`src/rtl/mesi_coh_pkg.sv`:
```
package mesi_coh_pkg;
   typedef enum logic [1:0] {
      ST_I = 2'b00,
      ST_S = 2'b01,
      ST_E = 2'b10,
      ST_M = 2'b11
   } line_st_t;

   typedef enum logic [1:0] {
      L_NOP   = 2'd0,
      L_RD    = 2'd1,
      L_WR    = 2'd2,
      L_EVICT = 2'd3
   } lcl_op_t;

   typedef enum logic [1:0] {
      S_NOP = 2'd0,
      S_RD  = 2'd1,
      S_RFO = 2'd2,
      S_INV = 2'd3
   } snp_op_t;

   typedef enum logic [2:0] {
      B_NONE = 3'd0,
      B_READ = 3'd1,
      B_RFO  = 3'd2,
      B_INV  = 3'd3,
      B_WB   = 3'd4
   } bus_cmd_t;
endpackage

```
`src/rtl/mesi_snoop_xfer.sv`:
```
module mesi_snoop_xfer
   import mesi_coh_pkg::*;
(
   input  line_st_t cur,
   input  snp_op_t  op,
   output line_st_t nxt,
   output logic     supply,
   output logic     wb
);
   always_comb begin
      nxt    = cur;
      supply = 1'b0;
      wb     = 1'b0;
      case (op)
         S_RD: begin
            if (cur == ST_M) begin
               supply = 1'b1;   // dirty copy answers the read
               wb     = 1'b1;
               nxt    = ST_S;
            end else if (cur == ST_E) begin
               nxt = ST_S;
            end
         end
         S_RFO: begin
            supply = (cur == ST_M);
            nxt    = ST_I;
         end
         S_INV:   nxt = ST_I;
         default: nxt = cur;
      endcase
   end
endmodule

```
`src/rtl/mesi_local_xfer.sv`:
```
module mesi_local_xfer
   import mesi_coh_pkg::*;
(
   input  line_st_t cur,
   input  lcl_op_t  op,
   input  logic     shared_in,
   output line_st_t nxt,
   output bus_cmd_t cmd,
   output logic     hit
);
   always_comb begin
      nxt = cur;
      cmd = B_NONE;
      hit = ((op == L_RD) || (op == L_WR)) && (cur != ST_I);
      case (op)
         L_RD: begin
            if (cur == ST_I) begin
               cmd = B_READ;
               nxt = shared_in ? ST_S : ST_E;
            end
         end
         L_WR: begin
            nxt = ST_M;
            if (cur == ST_I)      cmd = B_RFO;
            else if (cur == ST_S) cmd = B_INV;
         end
         L_EVICT: begin
            nxt = ST_I;
            if (cur == ST_M) cmd = B_WB;
         end
         default: nxt = cur;
      endcase
   end
endmodule

```
`src/rtl/mesi_state_file.sv`:
```
module mesi_state_file
   import mesi_coh_pkg::*;
#(
   parameter int NUM_LINES = 16,
   parameter int SLOT_W    = $clog2(NUM_LINES)
) (
   input  logic              clk,
   input  logic              rst_n,
   input  logic              lcl_we,
   input  logic [SLOT_W-1:0] lcl_slot,
   input  line_st_t          lcl_nxt,
   input  logic              snp_we,
   input  logic [SLOT_W-1:0] snp_slot,
   input  line_st_t          snp_nxt,
   output line_st_t          st_all [NUM_LINES]
);
   for (genvar i = 0; i < NUM_LINES; i++) begin : g_slot
      line_st_t st_r;
      always_ff @(posedge clk or negedge rst_n) begin
         if (!rst_n)
            st_r <= ST_I;
         else if (lcl_we && (lcl_slot == SLOT_W'(i)))
            st_r <= lcl_nxt;   // local result already includes a same-slot snoop
         else if (snp_we && (snp_slot == SLOT_W'(i)))
            st_r <= snp_nxt;
      end
      assign st_all[i] = st_r;
   end
endmodule

```
`src/rtl/mesi_line_ctrl.sv`:
```
module mesi_line_ctrl
   import mesi_coh_pkg::*;
#(
   parameter int NUM_LINES = 16,
   parameter int OUT_REG   = 1,
   localparam int SLOT_W   = $clog2(NUM_LINES)
) (
   input  logic              clk,
   input  logic              rst_n,
   input  logic [1:0]        lcl_op,
   input  logic [SLOT_W-1:0] lcl_slot,
   input  logic              lcl_shared,
   input  logic [1:0]        snp_op,
   input  logic [SLOT_W-1:0] snp_slot,
   input  logic [SLOT_W-1:0] qry_slot,
   output logic [1:0]        qry_state,
   output logic [2:0]        bus_cmd,
   output logic [SLOT_W-1:0] bus_slot,
   output logic              lcl_hit,
   output logic              snp_supply,
   output logic              snp_wb,
   output logic [SLOT_W-1:0] snp_resp_slot
);
   if (NUM_LINES < 2 || (NUM_LINES & (NUM_LINES - 1)) != 0) begin : g_bad_lines
      $error("NUM_LINES must be a power of two of at least 2");
   end
   if (OUT_REG != 0 && OUT_REG != 1) begin : g_bad_outreg
      $error("OUT_REG must be 0 or 1");
   end

   lcl_op_t  l_op;
   snp_op_t  s_op;
   line_st_t st_all [NUM_LINES];
   line_st_t s_cur, s_nxt, l_cur, l_nxt;
   logic     s_sup, s_wb, l_hit, s_act, l_act;
   bus_cmd_t l_cmd;

   assign l_op  = lcl_op_t'(lcl_op);
   assign s_op  = snp_op_t'(snp_op);
   assign s_act = (s_op != S_NOP);
   assign l_act = (l_op != L_NOP);

   assign s_cur = st_all[snp_slot];
   // a same-slot snoop is applied before the local operation
   assign l_cur = (s_act && (snp_slot == lcl_slot)) ? s_nxt : st_all[lcl_slot];

   mesi_snoop_xfer u_snp (
      .cur(s_cur), .op(s_op), .nxt(s_nxt), .supply(s_sup), .wb(s_wb)
   );

   mesi_local_xfer u_lcl (
      .cur(l_cur), .op(l_op), .shared_in(lcl_shared),
      .nxt(l_nxt), .cmd(l_cmd), .hit(l_hit)
   );

   mesi_state_file #(.NUM_LINES(NUM_LINES), .SLOT_W(SLOT_W)) u_sf (
      .clk(clk), .rst_n(rst_n),
      .lcl_we(l_act), .lcl_slot(lcl_slot), .lcl_nxt(l_nxt),
      .snp_we(s_act), .snp_slot(snp_slot), .snp_nxt(s_nxt),
      .st_all(st_all)
   );

   assign qry_state = st_all[qry_slot];

   if (OUT_REG == 1) begin : g_reg
      always_ff @(posedge clk or negedge rst_n) begin
         if (!rst_n) begin
            bus_cmd       <= '0;
            bus_slot      <= '0;
            lcl_hit       <= 1'b0;
            snp_supply    <= 1'b0;
            snp_wb        <= 1'b0;
            snp_resp_slot <= '0;
         end else begin
            bus_cmd       <= l_cmd;
            bus_slot      <= lcl_slot;
            lcl_hit       <= l_hit;
            snp_supply    <= s_sup;
            snp_wb        <= s_wb;
            snp_resp_slot <= snp_slot;
         end
      end

      p_supply_from_mod_r8: assert property (@(posedge clk) disable iff (!rst_n)
         ((s_op == S_RD || s_op == S_RFO) && st_all[snp_slot] == ST_M) |=> snp_supply);

      p_evict_wb_r10: assert property (@(posedge clk) disable iff (!rst_n)
         (l_op == L_EVICT && st_all[lcl_slot] == ST_M
          && !(s_act && snp_slot == lcl_slot)) |=> (bus_cmd == 3'd4));

      p_miss_not_hit_r2: assert property (@(posedge clk) disable iff (!rst_n)
         (bus_cmd == 3'd1) |-> !lcl_hit);
   end else begin : g_comb
      assign bus_cmd       = l_cmd;
      assign bus_slot      = lcl_slot;
      assign lcl_hit       = l_hit;
      assign snp_supply    = s_sup;
      assign snp_wb        = s_wb;
      assign snp_resp_slot = snp_slot;
   end

   p_wr_to_mod_r6: assert property (@(posedge clk) disable iff (!rst_n)
      (l_op == L_WR) |=> (st_all[$past(lcl_slot)] == ST_M));

   p_inv_clears_r9: assert property (@(posedge clk) disable iff (!rst_n)
      (s_op == S_INV && !(l_act && lcl_slot == snp_slot))
      |=> (st_all[$past(snp_slot)] == ST_I));

   p_evict_clears_r10: assert property (@(posedge clk) disable iff (!rst_n)
      (l_op == L_EVICT) |=> (st_all[$past(lcl_slot)] == ST_I));
endmodule

```
`config.mk`:
```
export PLATFORM = sky130hd
export DESIGN_NAME = mesi_line_ctrl
export DESIGN_NICKNAME = d
export VERILOG_FILES = /design/src/rtl/mesi_coh_pkg.sv /design/src/rtl/mesi_snoop_xfer.sv /design/src/rtl/mesi_local_xfer.sv /design/src/rtl/mesi_state_file.sv /design/src/rtl/mesi_line_ctrl.sv
export SDC_FILE = /design/constraint.sdc
export NUM_CORES = 1
export LEC_CHECK = 0
export BUFFER_PORTS_ARGS = -buffer_cell sky130_fd_sc_hd__buf_2
export CELL_PAD_IN_SITES_DETAIL_PLACEMENT = 1
export CELL_PAD_IN_SITES_GLOBAL_PLACEMENT = 1
export CORE_MARGIN = 5
export CORE_UTILIZATION = 42
export DETAILED_ROUTE_END_ITERATION = 8
export HOLD_SLACK_MARGIN = 0.15
export MAX_ROUTING_LAYER = met4
export PLACE_DENSITY = 0.74
export SETUP_SLACK_MARGIN = 0.15
export SYNTH_ARGS = -nofsm -noshare
export SYNTH_HDL_FRONTEND = slang
export SYNTH_HIERARCHICAL = 1
export SYNTH_SLANG_ARGS = --single-unit
```
`constraint.sdc`:
```
create_clock -name clk -period 3.5 [get_ports clk]
set_input_delay 0.525 -clock clk [delete_from_list [all_inputs] [get_ports clk]]
set_output_delay 0.525 -clock clk [all_outputs]
set_load 0.02 [all_outputs]
```
# Word level (Yosys, flattened, before mapping)
# Cells that the tools add are included.
dict set report totals {
  reg_bits 46
  out_inout_bits 16
  elab_cells 183
}
dict set report classes {
  n_lt_le_gt_ge 3
  eq_ne 41
  n_mux 56
  bitwise_logic 3
  n_reduce_logical 58
}
# operator count
set op_table {}
lappend op_table {{2-bit 2-to-1 mux} 44}
lappend op_table {{4-bit == test (second input constant)} 16}
lappend op_table {{2-bit nonzero test} 19}
lappend op_table {{1-bit logical AND} 34}
lappend op_table {{4-bit by 3-bit == test with 1-bit output (second input constant)} 8}
lappend op_table {{2-bit binary-select mux with 4-bit select} 3}
lappend op_table {{4-bit by 2-bit == test with 1-bit output (second input constant)} 4}
lappend op_table {{5-bit >= comparator (second input constant)} 3}
lappend op_table {{4-bit inverter with 5-bit output} 3}
lappend op_table {{2-bit == test (second input constant)} 7}
lappend op_table {{3-bit one-hot mux with 3 select lines} 1}
lappend op_table {{4-bit by 1-bit == test with 1-bit output (second input constant)} 2}
lappend op_table {{4-bit zero test} 2}
lappend op_table {{2-bit by 1-bit == test with 1-bit output (second input constant)} 3}
lappend op_table {{3-bit 2-to-1 mux} 2}
lappend op_table {{2-bit one-hot mux with 3 select lines} 1}
lappend op_table {{4-bit == test} 1}
lappend op_table {{2-bit one-hot mux with 2 select lines} 1}
lappend op_table {{1-bit 2-to-1 mux} 3}
lappend op_table {{2-bit zero test} 1}
lappend op_table {{1-bit one-hot mux with 2 select lines} 1}
lappend op_table {{2-bit OR reduction} 1}
lappend op_table {{1-bit logical OR} 1}

# Depth between registers and ports, before layout
# Gate-level depths: netlist of run 1.
dict set report depth {
  depth_word 13
  depth_mapped 12
  mapped_depth_nobuf 9
}

# Hierarchy
# The synthesis of run 1 kept the hierarchy.
# mod n_inst cells_per_inst area_each_um2
set modules_own_cells {}
lappend modules_own_cells {mesi_state_file 1 230 1955.6}
lappend modules_own_cells {mesi_line_ctrl 1 65 1156.1}
lappend modules_own_cells {mesi_local_xfer 1 19 142.6}
lappend modules_own_cells {mesi_snoop_xfer 1 9 70.1}

# Worst setup path after synthesis of run 1
# No wires, ideal clock.
dict set report synth_timing {
  path_kind {input to register}
  from {in snp_slot[0]}
  to {reg u_sf.g_slot[15].st_r[1]}
  setup_ns 0.082
  arrival_time_ns 3.597
  required_ns 3.418
  setup_slack_ns -0.179
  cell_stages 12
  path_buffers 3
  cell_sequence {buf_4 > mux4_2 > mux4_2 > nor2b_1 > o22a_1 > mux2_2 > or3_1 > a31oi_1 > clkbuf_1 > clkbuf_1 > nor3_1 > a31oi_1}
}
dict set report synth_via {
  elab_chain_cells 13
}
# element line_no
set synth_rtl {}
lappend synth_rtl {{start: declaration} mesi_line_ctrl.sv:14} ;# input logic [SLOT_W-1:0] snp_slot,
lappend synth_rtl {{4-bit inverter with 5-bit output (not written as such) (*)} mesi_line_ctrl.sv:43} ;# assign s_cur = st_all[snp_slot];
lappend synth_rtl {{2-bit binary-select mux with 4-bit select (*)} mesi_line_ctrl.sv:43}
lappend synth_rtl {{2-bit 2-to-1 mux (not written as such) (*) (2 in a row)} mesi_line_ctrl.sv:43}
lappend synth_rtl {{net s_cur[1]} mesi_line_ctrl.sv:34} ;# line_st_t s_cur, s_nxt, l_cur, l_nxt;
lappend synth_rtl {{2-bit == test} mesi_snoop_xfer.sv:20} ;# end else if (cur == ST_E) begin
lappend synth_rtl {{2-bit 2-to-1 mux} mesi_snoop_xfer.sv:20}
lappend synth_rtl {{2-bit 2-to-1 mux (*)} mesi_snoop_xfer.sv:16} ;# if (cur == ST_M) begin
lappend synth_rtl {{2-bit one-hot mux with 2 select lines (*)} mesi_snoop_xfer.sv:14} ;# case (op)
lappend synth_rtl {{net s_nxt[0]} mesi_line_ctrl.sv:34}
lappend synth_rtl {{2-bit 2-to-1 mux (*)} mesi_line_ctrl.sv:45} ;# assign l_cur = (s_act && (snp_slot == lcl_slot)) ? s_nxt : st_all[lcl_slot];
lappend synth_rtl {{net l_cur[0]} mesi_line_ctrl.sv:34}
lappend synth_rtl {{2-bit zero test (*)} mesi_local_xfer.sv:17} ;# if (cur == ST_I) begin
lappend synth_rtl {{2-bit 2-to-1 mux (*)} mesi_local_xfer.sv:17}
lappend synth_rtl {{2-bit one-hot mux with 3 select lines (*)} mesi_local_xfer.sv:15} ;# case (op)
lappend synth_rtl {{net l_nxt[1]} mesi_line_ctrl.sv:34}
lappend synth_rtl {{2-bit 2-to-1 mux (*)} mesi_state_file.sv:22} ;# else if (lcl_we && (lcl_slot == SLOT_W'(i)))
lappend synth_rtl {{end signal: assignment} mesi_state_file.sv:23} ;# st_r <= lcl_nxt;
lappend synth_rtl {{end signal: assignment} mesi_state_file.sv:25} ;# st_r <= snp_nxt;
lappend synth_rtl {{end: declaration} mesi_state_file.sv:18} ;# line_st_t st_r;
# Mark *: on every way through the listed nets, which the timed path passes. The rest lies on a longest branch. The select of a mux whose other input is x is not followed.
# A chain may end at the register's enable or synchronous reset.

# Final worst setup path of run 1
dict set report layout_timing {
  from {in snp_slot[0]}
  to {reg u_sf.g_slot[13].st_r[1]}
}
dict set report layout_via {
  elab_chain_cells 13
}
# element line_no
set layout_rtl {}
lappend layout_rtl {{4-bit inverter with 5-bit output (not written as such) (*)} mesi_line_ctrl.sv:43}
lappend layout_rtl {{2-bit binary-select mux with 4-bit select (*)} mesi_line_ctrl.sv:43}
lappend layout_rtl {{2-bit 2-to-1 mux (not written as such) (*) (2 in a row)} mesi_line_ctrl.sv:43}
lappend layout_rtl {{net s_cur[1]} mesi_line_ctrl.sv:34}
lappend layout_rtl {{2-bit == test} mesi_snoop_xfer.sv:20}
lappend layout_rtl {{2-bit 2-to-1 mux} mesi_snoop_xfer.sv:20}
lappend layout_rtl {{2-bit 2-to-1 mux (*)} mesi_snoop_xfer.sv:16}
lappend layout_rtl {{2-bit one-hot mux with 2 select lines (*)} mesi_snoop_xfer.sv:14}
lappend layout_rtl {{net s_nxt[0]} mesi_line_ctrl.sv:34}
lappend layout_rtl {{2-bit 2-to-1 mux (*)} mesi_line_ctrl.sv:45}
lappend layout_rtl {{net l_cur[0]} mesi_line_ctrl.sv:34}
lappend layout_rtl {{2-bit zero test (*)} mesi_local_xfer.sv:17}
lappend layout_rtl {{2-bit 2-to-1 mux (*)} mesi_local_xfer.sv:17}
lappend layout_rtl {{2-bit one-hot mux with 3 select lines (*)} mesi_local_xfer.sv:15}
lappend layout_rtl {{net l_nxt[1]} mesi_line_ctrl.sv:34}
lappend layout_rtl {{2-bit 2-to-1 mux (*)} mesi_state_file.sv:22}
lappend layout_rtl {{end signal: assignment} mesi_state_file.sv:23}
lappend layout_rtl {{end signal: assignment} mesi_state_file.sv:25}
lappend layout_rtl {{end: declaration} mesi_state_file.sv:18}
# Marks and branches as above.

==> flow_summary.json, run 1 <==
{
  "max-cap-violations": 0,
  "ys_top_cells_by_area": "dfrtp_1 35%, mux4_2 19%, a31oi_1 5.6%",
  "gr-total-overflow": 0,
  "combPwrFrac_pct": 39.1,
  "cts_tree": "yes",
  "crit_arrival_ns": 3.51,
  "syn-num-nets": 348,
  "rows": 32,
  "final_cell_mix": "46 x dfrtp_1, 34 x buf_2, 32 x o21ai_0",
  "setup_viol": 0,
  "ys_warn_count": 6,
  "path_buf_inv": 2,
  "synthToLayoutAreaGrowth_pct": 12.9,
  "drcViolationCount": 0,
  "seqPwrFrac_pct": 42.2,
  "crit_family": "multiplexers",
  "cts.sinks": 46,
  "p_total_mw": 1.88,
  "crit_cells": 11,
  "clkSlewWorstSetupHoldPaths_ns": 0.10,
  "wirelength_um": 11200,
  "netSwitchingPower_mw": 0.700,
  "min_period_ns": 3.29,
  "r2r.worst_path.cells": 10,
  "slew_headroom_pct": 56.1,
  "outcome": "finished, final reports clean",
  "path_max_fanout": 10,
  "ios": 35,
  "cpMaxStageDelayCell": "mux4_2",
  "synth_top_area_cell": "dfrtp_1",
  "cts_buffer_depth": 2,
  "portBuffers": 34,
  "ys_ff_latch": 46,
  "finalMaxSlewViolations": 0,
  "final_util_pct": 48.6,
  "drt_iter0_markers": 237,
  "synthAdderAreaFrac_pct": 2.26,
  "synth_cells": 323,
  "die-area_sq_um": 9800,
  "ys_seq_area_share_pct": 34.6,
  "initial_utilization_pct": 43.0,
  "setup_ws_ns": 0.206,
  "swShare_pct": 37.3,
  "grt_setup_unrepaired": "no",
  "vias_per_cell": 6.61,
  "synth.avg_cell_area_sq_um": 10.3,
  "drt_first_pass_iters": 5,
  "mostFrequentLayoutCell": "dfrtp_1",
  "nets": 381,
  "hold_buffers": 0,
  "synth_compound_area_share_pct": 12.9,
  "whs_ns": 0.163,
  "synth-simple-area-share_pct": 22.5,
  "num_vias": 3036,
  "synth_edf_count": 0,
  "tightest_slew_ns": 0.659,
  "final_antenna_net_count": 0,
  "wl_per_cell_um": 24.5,
  "worstSetupPathType": "input pin to flip-flop",
  "end_kind": "flip-flop",
  "cellLeakagePower_nw": 1.51,
  "cts_made_buffers": 5,
  "place_ws_ns": -0.215,
  "grt_pass1_vias": 3147,
  "hold_viol": 0,
  "hpwlAfterDp_um": 8330,
  "clock.fmax_mhz": 304,
  "startpoint_type": "input pin",
  "skew_ns": 0.0141,
  "synth_top_family_by_area": "simple AND/OR/NAND/NOR gates",
  "min_period_over_period_pct": 94.1,
  "gp_congestion": 0.885,
  "grt_util_all_layers_pct": 24.4,
  "antenna_found_initial": 0,
  "synth_cell_types": 42,
  "num_antenna_cells": 0,
  "grt_max_degree": 28,
  "worst_hold_path_type": "input pin to async pin",
  "grt_pass1_wl_um": 18100,
  "async_flop_share_pct": 100,
  "crit_chain": "buf_4 > mux4_2 > mux4_2 > nor2b_1 > o22a_1 > mux2_4 > or3_1 > a31oi_4 > buf_4 > nor4_1 > a31oi_1",
  "synth.cell_area_sq_um": 3320,
  "clk_latency_ns": 0.31,
  "layout-drive-gt1-share_pct": 29.7,
  "internal-power_mw": 1.18,
  "ctsHtreeMaxLevel": 2,
  "pwr-share-clk_pct": 18.7,
  "cp.required_ns": 3.72,
  "timing.setup.tns_ns": 0,
  "cpPeakStageDelay_ns": 0.53,
  "synth-xor-area-share_pct": 1.05,
  "die_width_um": 99.0,
  "p_per_area_nw_per_um2": 500,
  "root_buffer": "clkbuf_8",
  "coreArea_sq_um": 7730,
  "ir_drop_mv": 0.186,
  "synth_ff_type": "dfrtp_1",
  "die_h_um": 99.0,
  "yosysTopAreaCellShare_pct": 34.6,
  "synthMuxAreaShare_pct": 21.8
}
stage by stage:
stage,instances,area (sq um)
detailed placement,450,3640
CTS,458,3730
finish,459,3750
floorplan,323,3350
global placement,450,3640
global route,459,3750
layer usage:
layer  global-route usage [%]  up-vias  routed length (um)
met5                        -        -                   0
met4                     6.09        0                 194
met3                     4.95       20                 797
met2                     39.9      126                5590
met1                     31.0     1567                4650
li1                         -     1323                   -
Yosys cell counts, types with 6 or more instances:
master     n
a31oi_1   30
and3b_1    6
buf_2     12
clkbuf_1  11
dfrtp_1   46
ha_1       6
inv_1      7
mux2i_1    7
mux4_2    28
nand2_1   30
nand2b_1   8
nand3_1    7
nor3_1    15
nor4_1    16
o21ai_0   32
or3_1      9
flip-flops by register name (all words and copies together) (netlist names):
signal,flops
u_sf/g_slot.st_r,32
snp_supply,1
bus_cmd,3
snp_wb,1
lcl_hit,1
snp_resp_slot,4
bus_slot,4
power groups by stage:
stage	registers [mW]	logic, mW	clock network, mW
finish	0.793	0.733	0.351
global route	0.806	0.789	0.382
CTS	0.784	0.718	0.358
detailed placement	0.796	0.716	0
global placement	0.784	0.685	0
floorplan	0.744	0.476	0
what timing repair did:
action                                  4_1_cts  5_1_grt
endpoints found under the setup margin        3        6
cloned                                        0        1
gates resized for setup                       1        4
buffers inserted                              0        0
cell families (layout without fill, tap and decap cells):
kind of cell | after synthesis | after routing
buffers and inverters | 36 | 70
and+or+nand+nor | 122 | 122
adders and majority gates | 6 | 6
xor gates and xnor gates | 4 | 4
DFF | 46 | 46
AOI/OAI and AO/OA | 72 | 72
muxes | 37 | 37
cell type report:
class	count	area (sq um)
well taps	102	128
flip-flops and latches	46	1150
clock inverters	1	5.00
multi-input cells	241	2030
repair buffers	55	328
fillers	910	3970
inverters	7	26.3
clock buffers	7	86.3
path summary, 6_finish.rpt:
path	startpoint	endpoint	slack [ns]
setup / recovery	snp_slot[0]	u_sf/g_slot[13].st_r[1]$_DFFE_PN0P_	0.21
hold / removal	rst_n	bus_slot[1]$_DFF_PN0_	0.16
setup reg to reg	u_sf/g_slot[10].st_r[1]$_DFFE_PN0P_	u_sf/g_slot[13].st_r[1]$_DFFE_PN0P_	0.21
hold reg to reg	u_sf/g_slot[8].st_r[0]$_DFFE_PN0P_	u_sf/g_slot[8].st_r[0]$_DFFE_PN0P_	0.59
max in group asynchronous	rst_n	u_sf/g_slot[9].st_r[0]$_DFFE_PN0P_	2.57
min in group clk	snp_slot[1]	snp_resp_slot[1]$_DFF_PN0_	0.46
Power figures use the tool's default switching activity.
==> run 2, diff against run 1 <==
Settings changed: PLACE_DENSITY 0.74 to unset, PLACE_DENSITY_LB_ADDON set to 0.1.
==> flow_summary.json, run 2 (synthesized netlist as in run 1, its figures left out) <==
{
  "outcome": "finished, final reports clean",
  "min_period_ns": 3.23,
  "reg2reg_setup_slack_ns": 0.34,
  "hpwlAfterDp_um": 8280,
  "cellLeakagePower_nw": 1.47,
  "p_total_mw": 1.81,
  "num_antenna_cells": 0,
  "gp_congestion": 0.826,
  "cpPeakStageDelay_ns": 0.54,
  "drcViolationCount": 0,
  "largestRegisters": "u_sf/g_slot.st_r (32), bus_slot (4), snp_resp_slot (4)",
  "finalInstanceArea_sq_um": 3690,
  "die_h_um": 99.0,
  "path_buf_inv": 2,
  "wl_per_cell_um": 24.4,
  "cts_buffer_depth": 2,
  "path_max_fanout": 16,
  "combPwrFrac_pct": 38.2,
  "ios": 35,
  "finalNonFillerCells": 453,
  "grt_pass1_wl_um": 17600,
  "mostFrequentLayoutCell": "dfrtp_1",
  "cts.sinks": 46,
  "multiInputGateArea_sq_um": 2020,
  "startpoint": "snp_slot[0]",
  "clk_latency_ns": 0.30,
  "min_period_over_period_pct": 92.2,
  "hold_viol": 0,
  "place_area_sq_um": 3610,
  "startpoint_type": "input pin",
  "cts_tree": "yes",
  "crit_arrival_ns": 3.45,
  "setup_viol": 0,
  "r2r.worst_path.cells": 10,
  "p_per_area_nw_per_um2": 490,
  "cts_resized": 0,
  "max-cap-violations": 0,
  "cts_made_buffers": 5,
  "crit_cells": 11,
  "crit_family": "multiplexers",
  "r2r-end": "u_sf/g_slot[5].st_r[1]$_DFFE_PN0P_",
  "die_width_um": 99.0,
  "internal-power_mw": 1.14,
  "final_antenna_net_count": 0,
  "pwr-share-clk_pct": 17.7,
  "largest_reg_flops": 32,
  "hold_buffers": 0,
  "portBuffers": 34,
  "worstSetupEndpoint": "u_sf/g_slot[5].st_r[1]$_DFFE_PN0P_",
  "skew_ns": 0.00785,
  "post_cts_buffers": 0,
  "swShare_pct": 37.2,
  "antenna_found_initial": 0,
  "nFillCells": 877,
  "root_buffer": "clkbuf_8",
  "finalMaxSlewViolations": 0,
  "drt_iter0_markers": 231,
  "gr-total-overflow": 0,
  "clkSlewWorstSetupHoldPaths_ns": 0.09,
  "cp.required_ns": 3.72,
  "layout-drive-gt1-share_pct": 27.9,
  "grt_max_degree": 26,
  "wirelength_um": 11100,
  "ctsHtreeMaxLevel": 2,
  "worstSetupPathType": "input pin to flip-flop",
  "rows": 32,
  "final_cell_mix": "46 x dfrtp_1, 33 x buf_2, 32 x o21ai_0",
  "synthToLayoutAreaGrowth_pct": 11.1,
  "dp.cells": 446,
  "seqPwrFrac_pct": 44.1,
  "regArea_sq_um": 1150,
  "timing.setup.tns_ns": 0,
  "largest-register": "u_sf/g_slot.st_r",
  "vias_per_cell": 6.51,
  "tightest_slew_ns": 0.657,
  "worst_hold_path_type": "input pin to async pin",
  "place_ws_ns": -0.129,
  "cpMaxStageDelayCell": "mux4_2",
  "grt_util_all_layers_pct": 23.5,
  "setup_ws_ns": 0.274,
  "nets": 376,
  "die-area_sq_um": 9800,
  "clock.fmax_mhz": 310,
  "slew_headroom_pct": 56.2,
  "end_kind": "flip-flop",
  "grt_pass1_vias": 3091,
  "coreArea_sq_um": 7730,
  "r2r_start": "u_sf/g_slot[11].st_r[1]$_DFFE_PN0P_",
  "initial_utilization_pct": 43.0,
  "grt_setup_unrepaired": "no",
  "num_vias": 2947,
  "netSwitchingPower_mw": 0.673,
  "drt_first_pass_iters": 5,
  "ir_drop_mv": 0.198,
  "crit_chain": "clkbuf_4 > mux4_2 > mux4_2 > nor2b_1 > o22a_1 > mux2_4 > or3_1 > a31oi_1 > buf_6 > nor4_1 > a31oi_1"
}
[run 2: per-layer routing]
layer	GRT usage [%]	share of wire, %	vias to the layer above
met5	-	0	-
met4	4.41	1.3	0
met3	2.48	5.9	10
met2	37.2	48	111
met1	33.2	45	1519
li1	-	-	1307
[run 2: final cells by class]
cell class,instances,share of cell area (%)
Sequential cell,46,31.2
Tap cell,102,3.46
Clock buffer,7,2.07
Inverter,7,0.711
Timing Repair Buffer,50,8.03
Multi-Input combinational cell,241,54.6
[run 2: worst register-to-register path, stage by stage (launching register included)]
cell and delay (ns):
dfrtp_1 0.44, mux4_2 0.50, mux4_2 0.49, nor2b_1 0.15, o22a_1 0.19, mux2_4 0.28
or3_1 0.37, a31oi_1 0.18, buf_6 0.22, nor4_1 0.10, a31oi_1 0.16
[run 2: worst min path at each step]
stage / from / endpoint
3_5_place_dp: rst_n / u_sf/g_slot[0].st_r[0]$_DFFE_PN0P_
3_3_place_gp: rst_n / bus_cmd[2]$_DFF_PN0_
4_1_cts: rst_n / snp_resp_slot[3]$_DFF_PN0_
2_1_floorplan: rst_n / bus_cmd[0]$_DFF_PN0_
5_1_grt: rst_n / u_sf/g_slot[0].st_r[0]$_DFFE_PN0P_
6_report: rst_n / bus_cmd[1]$_DFF_PN0_
[run 2: power groups by stage]
stage	registers (mW)	logic (mW)	clock network [mW]
3_3_place_gp	0.787	0.675	0
4_1_cts	0.792	0.691	0.329
2_1_floorplan	0.744	0.476	0
6_report	0.798	0.692	0.320
5_1_grt	0.808	0.744	0.352
3_5_place_dp	0.803	0.688	0
[run 2: per-stage QoR]
step	hold slack, ns	utilization (%)
6_report	0.226	47.8
5_1_grt	0.270	47.8
4_1_cts	0.251	47.7
3_5_place_dp	0.573	46.7
3_3_place_gp	0.568	46.7
2_1_floorplan	0.229	-
==> run 3, diff against run 2 <==
Settings changed: CORE_UTILIZATION 42 to 44, CTS_BUF_LIST set to sky130_fd_sc_hd__clkbuf_4 sky130_fd_sc_hd__clkbuf_8.
==> flow_summary.json, run 3 (synthesized netlist as in run 1, its figures left out) <==
{
  "root_buffer": "clkbuf_8",
  "internal-power_mw": 1.16,
  "coreArea_sq_um": 7290,
  "grt_max_degree": 47,
  "mostFrequentLayoutCell": "dfrtp_1",
  "die-area_sq_um": 9390,
  "clk_latency_ns": 0.31,
  "ios": 35,
  "ctsHtreeMaxLevel": 2,
  "cp.required_ns": 3.72,
  "final_cell_mix": "46 x dfrtp_1, 34 x buf_2, 32 x o21ai_0",
  "vias_per_cell": 6.65,
  "crit_chain": "buf_4 > mux4_2 > mux4_2 > nor2b_1 > o22a_1 > mux2_4 > or3_1 > a31oi_2 > buf_4 > nor4_1 > a31oi_1",
  "tightest_slew_ns": 1.07,
  "crit_family": "multiplexers",
  "clock.fmax_mhz": 309,
  "max-cap-violations": 0,
  "rows": 31,
  "finalNonFillerCells": 451,
  "setup_ws_ns": 0.268,
  "gp_congestion": 0.971,
  "cts_tree": "yes",
  "netSwitchingPower_mw": 0.676,
  "min_period_ns": 3.23,
  "grt_util_all_layers_pct": 24.2,
  "r2r_start": "u_sf/g_slot[12].st_r[1]$_DFFE_PN0P_",
  "startpoint": "snp_slot[0]",
  "worst_hold_path_type": "input pin to async pin",
  "setup_viol": 0,
  "end_kind": "flip-flop",
  "drt_first_pass_iters": 5,
  "num_antenna_cells": 0,
  "worstSetupPathType": "input pin to flip-flop",
  "slew_headroom_pct": 28.7,
  "cts.sinks": 46,
  "largestRegisters": "u_sf/g_slot.st_r (32), bus_slot (4), snp_resp_slot (4)",
  "antenna_found_initial": 0,
  "startpoint_type": "input pin",
  "grt_setup_unrepaired": "yes",
  "dp.cells": 443,
  "cts_buffer_depth": 2,
  "timing.setup.tns_ns": 0,
  "cts_resized": 0,
  "seqPwrFrac_pct": 43.2,
  "finalInstanceArea_sq_um": 3700,
  "cpPeakStageDelay_ns": 0.52,
  "min_period_over_period_pct": 92.3,
  "post_cts_buffers": 0,
  "final_antenna_net_count": 0,
  "p_per_area_nw_per_um2": 495,
  "drt_iter0_markers": 323,
  "cpMaxStageDelayCell": "mux4_2",
  "grt_pass1_vias": 3023,
  "clkSlewWorstSetupHoldPaths_ns": 0.09,
  "path_max_fanout": 11,
  "ir_drop_mv": 0.206,
  "nets": 377,
  "cts_made_buffers": 5,
  "nFillCells": 855,
  "cellLeakagePower_nw": 1.49,
  "largest-register": "u_sf/g_slot.st_r",
  "swShare_pct": 36.8,
  "finalMaxSlewViolations": 0,
  "synthToLayoutAreaGrowth_pct": 11.4,
  "hold_buffers": 0,
  "die_h_um": 96.9,
  "num_vias": 2998,
  "die_width_um": 96.9,
  "gr-total-overflow": 0,
  "hold_viol": 0,
  "outcome": "finished, final reports clean",
  "grt_pass1_wl_um": 17500,
  "largest_reg_flops": 32,
  "initial_utilization_pct": 45.6,
  "portBuffers": 34,
  "path_buf_inv": 2,
  "layout-drive-gt1-share_pct": 29.0,
  "skew_ns": 0.00850,
  "hpwlAfterDp_um": 8150,
  "combPwrFrac_pct": 38.4,
  "wirelength_um": 11100,
  "wl_per_cell_um": 24.7,
  "drcViolationCount": 0,
  "place_area_sq_um": 3610,
  "crit_arrival_ns": 3.45,
  "place_ws_ns": -0.107,
  "pwr-share-clk_pct": 18.4
}
## run 3: final cells by class
class	count	area, sq um	share of cell area [%]
Sequential cell	46	1150	31.1
Timing Repair Buffer	51	298	8.04
Inverter	7	26.3	0.709
Multi-Input combinational cell	241	2020	54.6
Clock buffer	7	83.8	2.26
Tap cell	99	124	3.34
## run 3: path summary, 6_finish.rpt
check / end / slack [ns] / cells past startpoint
setup / recovery: u_sf/g_slot[6].st_r[1]$_DFFE_PN0P_ / 0.27 / 11
hold / removal: bus_cmd[2]$_DFF_PN0_ / 0.39 / 1
setup reg to reg: u_sf/g_slot[6].st_r[1]$_DFFE_PN0P_ / 0.30 / 10
hold reg to reg: u_sf/g_slot[12].st_r[0]$_DFFE_PN0P_ / 0.62 / 2
max in group asynchronous: u_sf/g_slot[1].st_r[1]$_DFFE_PN0P_ / 2.43 / 1
min in group clk: snp_resp_slot[3]$_DFF_PN0_ / 0.52 / 1
## run 3: power by group through the flow
stage          logic (mW)  clock network, mW  registers, mW
2_1_floorplan       0.476                  0          0.744
3_5_place_dp        0.691                  0          0.798
5_1_grt             0.760              0.361          0.804
3_3_place_gp        0.671                  0          0.791
6_report            0.703              0.338          0.793
4_1_cts             0.693              0.345          0.787
## run 3: metrics by stage
| stage | utilization, % | total power, mW | hold slack [ns] |
|---|---|---|---|
| after floorplan | - | 1.22 | 0.229 |
| after global placement | 49.5 | 1.46 | 0.583 |
| after detailed placement | 49.5 | 1.49 | 0.609 |
| after CTS | 50.6 | 1.82 | 0.459 |
| after global routing | 50.8 | 1.92 | 0.517 |
| final | 50.8 | 1.83 | 0.393 |
## run 3: layer usage
| layer | vias to the layer above | GRT usage [%] | wire length [um] |
|---|---|---|---|
| met5 | - | - | 0 |
| met4 | 0 | 8.53 | 378 |
| met3 | 24 | 3.60 | 822 |
| met2 | 144 | 37.6 | 5240 |
| met1 | 1516 | 32.6 | 4690 |
| li1 | 1314 | - | - |
